File: src/rtl/mpt_pkg.sv
package mpt_pkg;
  typedef enum logic [1:0] {
    TST_CHK = 2'd0,
    TST_INV = 2'd1,
    TST_ADR = 2'd2
  } test_e;

  typedef enum logic [2:0] {
    ST_IDLE = 3'd0,
    ST_WR   = 3'd1,
    ST_RD   = 3'd2,
    ST_TAIL = 3'd3,
    ST_DONE = 3'd4
  } state_e;

  localparam logic [7:0] PAT_LO = 8'h55;
  localparam logic [7:0] PAT_HI = 8'hAA;
  localparam logic [7:0] SIG_SEED = 8'hC3;
endpackage

File: src/rtl/mpt_addr_ctr.sv
module mpt_addr_ctr #(
  parameter int ADDR_W = 10
) (
  input  logic              clk_i,
  input  logic              rst_ni,
  input  logic              clr_i,
  input  logic              inc_i,
  output logic [ADDR_W-1:0] addr_o,
  output logic              last_o
);
  logic [ADDR_W-1:0] addr_q;

  always_ff @(posedge clk_i or negedge rst_ni) begin
    if (!rst_ni)    addr_q <= '0;
    else if (clr_i) addr_q <= '0;
    else if (inc_i) addr_q <= addr_q + 1'b1; // wraps to 0 after the top address
  end

  assign addr_o = addr_q;
  assign last_o = &addr_q;
endmodule

File: src/rtl/mpt_pattern.sv
module mpt_pattern
  import mpt_pkg::*;
#(
  parameter int ADDR_W = 10,
  parameter int DATA_W = 8
) (
  input  test_e             test_i,
  input  logic [ADDR_W-1:0] addr_i,
  output logic [DATA_W-1:0] pat_o
);
  localparam int LANES  = DATA_W / 8;
  localparam int ABYTES = (ADDR_W + 7) / 8;
  localparam int APAD   = ABYTES * 8;

  logic [APAD-1:0] addr_pad;
  logic [7:0]      fold;
  logic [7:0]      lane_byte;

  assign addr_pad = APAD'(addr_i);

  always_comb begin
    fold = SIG_SEED;
    for (int i = 0; i < ABYTES; i++) fold = fold ^ addr_pad[8*i +: 8];
  end

  always_comb begin
    unique case (test_i)
      TST_CHK: lane_byte = addr_i[0] ? PAT_HI : PAT_LO;
      TST_INV: lane_byte = addr_i[0] ? PAT_LO : PAT_HI;
      default: lane_byte = fold;
    endcase
  end

  for (genvar l = 0; l < LANES; l++) begin : g_lane
    assign pat_o[8*l +: 8] = lane_byte;
  end

  always_comb begin
    if (test_i != TST_ADR)
      AST_CHK_LANES_DIFFER: assert (pat_o != {LANES{8'h00}} && pat_o != {LANES{8'hFF}});
  end
endmodule

File: src/rtl/mpt_cmp.sv
module mpt_cmp #(
  parameter int ADDR_W = 10,
  parameter int DATA_W = 8
) (
  input  logic              clk_i,
  input  logic              rst_ni,
  input  logic              clr_i,
  input  logic              chk_i,
  input  logic [ADDR_W-1:0] addr_i,
  input  logic [DATA_W-1:0] exp_i,
  input  logic [DATA_W-1:0] rdata_i,
  output logic              miss_o,
  output logic              fail_o,
  output logic [ADDR_W-1:0] fail_addr_o,
  output logic [DATA_W-1:0] fail_exp_o,
  output logic [DATA_W-1:0] fail_act_o
);
  logic              pend_vld_q;
  logic [ADDR_W-1:0] pend_addr_q;
  logic [DATA_W-1:0] pend_exp_q;
  logic              fail_q;
  logic [ADDR_W-1:0] cap_addr_q;
  logic [DATA_W-1:0] cap_exp_q, cap_act_q;

  // read data arrives one cycle after the address
  always_ff @(posedge clk_i or negedge rst_ni) begin
    if (!rst_ni) begin
      pend_vld_q  <= 1'b0;
      pend_addr_q <= '0;
      pend_exp_q  <= '0;
    end else begin
      pend_vld_q  <= chk_i && !clr_i;
      pend_addr_q <= addr_i;
      pend_exp_q  <= exp_i;
    end
  end

  assign miss_o = pend_vld_q && (rdata_i != pend_exp_q);

  always_ff @(posedge clk_i or negedge rst_ni) begin
    if (!rst_ni) begin
      fail_q     <= 1'b0;
      cap_addr_q <= '0;
      cap_exp_q  <= '0;
      cap_act_q  <= '0;
    end else if (clr_i) begin
      fail_q     <= 1'b0;
      cap_addr_q <= '0;
      cap_exp_q  <= '0;
      cap_act_q  <= '0;
    end else if (miss_o && !fail_q) begin
      fail_q     <= 1'b1;
      cap_addr_q <= pend_addr_q;
      cap_exp_q  <= pend_exp_q;
      cap_act_q  <= rdata_i;
    end
  end

  assign fail_o      = fail_q;
  assign fail_addr_o = cap_addr_q;
  assign fail_exp_o  = cap_exp_q;
  assign fail_act_o  = cap_act_q;

  AST_CAPTURE_MISMATCH: assert property (@(posedge clk_i) disable iff (!rst_ni)
    fail_o |-> fail_exp_o != fail_act_o);
  AST_CAPTURE_FROZEN: assert property (@(posedge clk_i) disable iff (!rst_ni)
    fail_o && !clr_i |=> $stable(fail_addr_o) && $stable(fail_act_o));
endmodule

File: src/rtl/mem_pattern_tester.sv
module mem_pattern_tester
  import mpt_pkg::*;
#(
  parameter int ADDR_W = 10,
  parameter int DATA_W = 8
) (
  input  logic              clk_i,
  input  logic              rst_ni,
  input  logic              start_i,
  output logic [ADDR_W-1:0] mem_addr_o,
  output logic [DATA_W-1:0] mem_wdata_o,
  output logic              mem_we_o,
  input  logic [DATA_W-1:0] mem_rdata_i,
  output logic              done_o,
  output logic              fail_o,
  output logic [ADDR_W-1:0] fail_addr_o,
  output logic [DATA_W-1:0] fail_exp_o,
  output logic [DATA_W-1:0] fail_act_o
);
  state_e            st_q, st_d;
  test_e             tst_q, tst_d;
  logic              clr, inc, chk, miss, last;
  logic [ADDR_W-1:0] addr;
  logic [DATA_W-1:0] pat;

  mpt_addr_ctr #(.ADDR_W(ADDR_W)) u_ctr (
    .clk_i (clk_i),
    .rst_ni(rst_ni),
    .clr_i (clr),
    .inc_i (inc),
    .addr_o(addr),
    .last_o(last)
  );

  mpt_pattern #(.ADDR_W(ADDR_W), .DATA_W(DATA_W)) u_pat (
    .test_i(tst_q),
    .addr_i(addr),
    .pat_o (pat)
  );

  mpt_cmp #(.ADDR_W(ADDR_W), .DATA_W(DATA_W)) u_cmp (
    .clk_i      (clk_i),
    .rst_ni     (rst_ni),
    .clr_i      (clr),
    .chk_i      (chk),
    .addr_i     (addr),
    .exp_i      (pat),
    .rdata_i    (mem_rdata_i),
    .miss_o     (miss),
    .fail_o     (fail_o),
    .fail_addr_o(fail_addr_o),
    .fail_exp_o (fail_exp_o),
    .fail_act_o (fail_act_o)
  );

  always_comb begin
    st_d  = st_q;
    tst_d = tst_q;
    clr   = 1'b0;
    inc   = 1'b0;
    chk   = 1'b0;
    unique case (st_q)
      ST_IDLE, ST_DONE: begin
        if (start_i) begin
          st_d  = ST_WR;
          tst_d = TST_CHK;
          clr   = 1'b1;
        end
      end
      ST_WR: begin
        inc = 1'b1;
        if (last) st_d = ST_RD;
      end
      ST_RD: begin
        inc = 1'b1;
        chk = 1'b1;
        if (miss)      st_d = ST_DONE;
        else if (last) st_d = ST_TAIL;
      end
      ST_TAIL: begin
        // the last read's data is compared here; no access overlaps it
        if (miss || tst_q == TST_ADR) st_d = ST_DONE;
        else begin
          st_d  = ST_WR;
          tst_d = (tst_q == TST_CHK) ? TST_INV : TST_ADR;
        end
      end
      default: st_d = ST_IDLE;
    endcase
  end

  always_ff @(posedge clk_i or negedge rst_ni) begin
    if (!rst_ni) begin
      st_q  <= ST_IDLE;
      tst_q <= TST_CHK;
    end else begin
      st_q  <= st_d;
      tst_q <= tst_d;
    end
  end

  assign mem_we_o    = (st_q == ST_WR);
  assign mem_addr_o  = (st_q == ST_WR || st_q == ST_RD) ? addr : '0;
  assign mem_wdata_o = (st_q == ST_WR) ? pat : '0;
  assign done_o      = (st_q == ST_DONE);

  AST_DONE_QUIET: assert property (@(posedge clk_i) disable iff (!rst_ni)
    done_o |-> !mem_we_o && mem_addr_o == '0);
  AST_FAIL_MEANS_DONE: assert property (@(posedge clk_i) disable iff (!rst_ni)
    fail_o |-> done_o);
  AST_WR_ADDR_STEP: assert property (@(posedge clk_i) disable iff (!rst_ni)
    mem_we_o && $past(mem_we_o) |-> mem_addr_o == ADDR_W'($past(mem_addr_o) + 1'b1));
  AST_RD_FROM_ZERO: assert property (@(posedge clk_i) disable iff (!rst_ni)
    !mem_we_o && $past(mem_we_o) |-> mem_addr_o == '0 && !done_o);
  AST_DONE_HOLD: assert property (@(posedge clk_i) disable iff (!rst_ni)
    done_o && !start_i |=> done_o && $stable(fail_o));
  AST_START_RESTARTS: assert property (@(posedge clk_i) disable iff (!rst_ni)
    done_o && start_i |=> mem_we_o && mem_addr_o == '0 && !fail_o);
endmodule

File: config.mk
export PLATFORM = sky130hd
export DESIGN_NAME = mem_pattern_tester
export DESIGN_NICKNAME = d
export VERILOG_FILES = /design/src/rtl/mpt_pkg.sv /design/src/rtl/mpt_addr_ctr.sv /design/src/rtl/mpt_pattern.sv /design/src/rtl/mpt_cmp.sv /design/src/rtl/mem_pattern_tester.sv
export SDC_FILE = /design/constraint.sdc
export NUM_CORES = 1
export LEC_CHECK = 0
export ABC_CLOCK_PERIOD_IN_PS = 1680
export BUFFER_PORTS_ARGS = -buffer_cell sky130_fd_sc_hd__buf_2
export CORE_MARGIN = 2
export CORE_UTILIZATION = 53
export DETAILED_ROUTE_END_ITERATION = 8
export GPL_TIMING_DRIVEN = 0
export MAX_ROUTING_LAYER = met4
export PLACE_DENSITY_LB_ADDON = 0.25
export SKIP_LAST_GASP = 1
export SYNTH_ARGS = -nofsm -noshare
export SYNTH_HDL_FRONTEND = slang
export SYNTH_SLANG_ARGS = --single-unit
File: constraint.sdc
create_clock -name clk_i -period 1.68 [get_ports clk_i]
set_input_delay 0.168 -clock clk_i [delete_from_list [all_inputs] [get_ports clk_i]]
set_output_delay 0.168 -clock clk_i [all_outputs]
set_load 0.02 [all_outputs]
==> reports/qor.yml <==
dpl.hpwl_um: 4110
m1WireLength_um: 2850
synth_top_area_frac: 0.576
die-width_um: 74.7
ir_drop_mv: 1.31
ant_nets: 0
critPathCaptureType: "flop"
clk_pin_slew_ns: 0.07
violations: "negative setup slack"
met2_length_um: 3310
crit_top_cell: "buf_6"
fillCellCount: 338
cp.required_ns: 1.92
route.met3.wl_um: 274
place_congestion: 0.851
cts_buffer_depth: 2
vias_per_cell: 5.33
clock_latency_ns: 0.33
drt_iter0_markers: 129
synth_area_um2: 2650
max-slew-margin-rel: 0.492
dp_slack_ns: -0.0932
avgSynthCellArea_um2: 10.2
final_max_slew_viol_count: 0
cap_violations: 0
critPathArrivalTime_ns: 1.98
hold_viol: 0
cts-root-buf: "clkbuf_8"
antenna_found_initial: 0
layout_setup_ws_ns: -0.0557
power_mw: 6.58
antenna_cells: 0
synth_edf_count: 0
vias: 2249
grt_pass1_vias: 2122
synth-seq-cells: 61
crit_chain: "xnor2_1, nand4_1, o211ai_4, buf_6, buf_6, nand3_1, o21ai_0"
wirelength_um: 6600
die_h_um: 74.7
ios: 58
hold_path.class: "input port to flop"
ys_seq_area_frac: 0.576
tritoncts: "yes"
status: "complete, but fails checks"
start_kind: "flop"
rows: 25
period_minus_slack_ns: 1.74
seqCellArea_um2: 1530
synth_top_area_cell: "dfrtp_1"
grt_setup_unrepaired: "true"
p_per_area_nw_per_um2: 1790
multi_input_area_um2: 1140
syn_nets: 272
cpPeakStageDelay_ns: 0.41
grt_max_degree: 62
num-nets-final: 363
dr.max_layer_used: "met4"
first_pass_iters: 5
synth_cell_types: 34
start_util: 0.554
crit_path_top_delay_cell: "dfrtp_1"
power.leakage_nw: 1.88
cts_buffers: 9
clock_sinks: 61
cts-htree-levels: 3
routedWlPerCell_um: 15.6
area_delta_synth_final_pct: 38.4
die-area_um2: 5580
crit_type: "flop to flop"
synth_most_common_cell: "dfrtp_1"
grtUsageTotal: 0.257
yosysWarnings: 0
synthArstFlopShare: 1.00
drcViolationCount: 0
port-buffer-count: 57
fin_crit_sh: 1.03
critPathMaxFanout: 10
clock_skew_ns: 0.0103
drive_above_1_share: 0.411
synth_common_cells: "61 x dfrtp_1, 32 x nand2_1, 29 x nand3_1, 25 x o21ai_0, 18 x and2_1"
worst_slew_pin_slew_ns: 0.763
synth_cells: 260
setup_viol: 42
fmax_mhz: 576
fp.coreArea_um2: 4790
grt_pass1_wl_um: 10200
grt.overflow.total: 0
synth_ff_type: "dfrtp_1"
synthTopCellsByArea: "dfrtp_1 58%, nand3_1 5.5%, o21ai_0 4.7%"
-- layout make-up --
class                           count  area share
Clock inverter                      6      0.0150
Inverter                            6     0.00751
Timing Repair Buffer               82       0.161
Buffer                             13      0.0300
Clock buffer                        9      0.0338
Timing Repair inverter              1     0.00136
Tap cell                           67      0.0229
Multi-Input combinational cell    177       0.310
Sequential cell                    61       0.418
-- final timing paths --
| path | startpoint | to | slack [ns] | cells after the start |
|---|---|---|---|---|
| max in group asynchronous | rst_ni | tst_q[0] | 0.66 | 2 |
| setup / recovery | u_cmp.pend_exp_q[6] | u_cmp.fail_act_o[6] | -0.06 | 7 |
| hold / removal | mem_rdata_i[0] | u_cmp.fail_act_o[0] | 0.1 | 3 |
| min in group asynchronous | rst_ni | u_ctr.addr_o[0] | 0.46 | 2 |
| hold reg to reg | u_ctr.addr_o[6] | u_cmp.pend_addr_q[6] | 0.44 | 0 |
| setup reg to reg | u_cmp.pend_exp_q[6] | u_cmp.fail_act_o[6] | -0.06 | 7 |
-- per-layer routing --
layer,vias up,GRT usage
li1,1075,-
met1,1109,0.339
met2,53,0.402
met3,12,0.0469
met4,0,0.0893
met5,-,-
-- through the flow --
stage	utilization	hold WS [ns]	instance area (um^2)	setup TNS (ns)	std cells
final	0.766	0.0968	3670	-1.15	422
after global routing	0.766	0.106	3670	-4.28	422
after CTS	0.719	0.0910	3440	-1.17	410
after detailed placement	0.631	0.357	3020	-1.16	384
after global placement	0.631	0.357	3020	-0.850	384
after floorplan	-	-0.128	2650	0	260
-- cell families (layout without fill, tap and decap cells) --
| group | after synthesis | in the layout | synth area share |
|---|---|---|---|
| muxes | 3 | 3 | 0.0113 |
| DFF | 61 | 61 | 0.576 |
| buffers and inverters | 22 | 117 | 0.0364 |
| adders and majority gates | 1 | 1 | 0.00472 |
| xor gates and xnor gates | 18 | 18 | 0.0595 |
| AOI/OAI and AO/OA | 47 | 47 | 0.102 |
| and+or+nand+nor | 108 | 108 | 0.210 |
-- critical path, delay by kind of cell (launching register included) --
kind,cells,cell delay (ns)
AO/OA/AOI/OAI,2,0.39
AND/OR/NAND/NOR,2,0.33
buffers and inverters,2,0.30
XOR/XNOR,1,0.22
flip-flops,1,0.41
-- layout by cell type (no fill, tap or decap), types with 5 or more instances in the layout --
master	instances
dfrtp_1	57
buf_2	39
buf_6	25
nand3_1	29
buf_4	27
inv_1	5
o21ai_1	6
xnor2_1	11
nor2_1	7
clkinv_2	6
xor2_1	5
o21ai_0	24
and2_4	16
nand4_1	5
nand2_1	32
clkbuf_8	9
-- timing repair --
item / CTS / global route
gates cloned: 0 / 2
pin swaps: 3 / 10
hold buffers: 0 / 1
setup endpoints to repair: 40 / 53
hold endpoints to repair: 0 / 61
gates resized for setup: 50 / 58
buffers inserted: 13 / 11
-- sequential cells by signal, indices dropped and copies added (netlist names) --
register and count:
u_cmp.pend_addr_q 10, u_cmp.fail_addr_o 10, tst_q 2, st_q 3
u_cmp.fail_o 1, u_cmp.fail_exp_o 8, u_ctr.addr_o 10, u_cmp.fail_act_o 8
u_cmp.pend_exp_q 8, u_cmp.pend_vld_q 1
-- where the power goes --
group	total [mW]	internal [mW]	switching [mW]
clock network	1.19	0.663	0.530
registers	2.24	1.85	0.393
logic	3.15	1.64	1.51
Power figures use the tool's default switching activity.
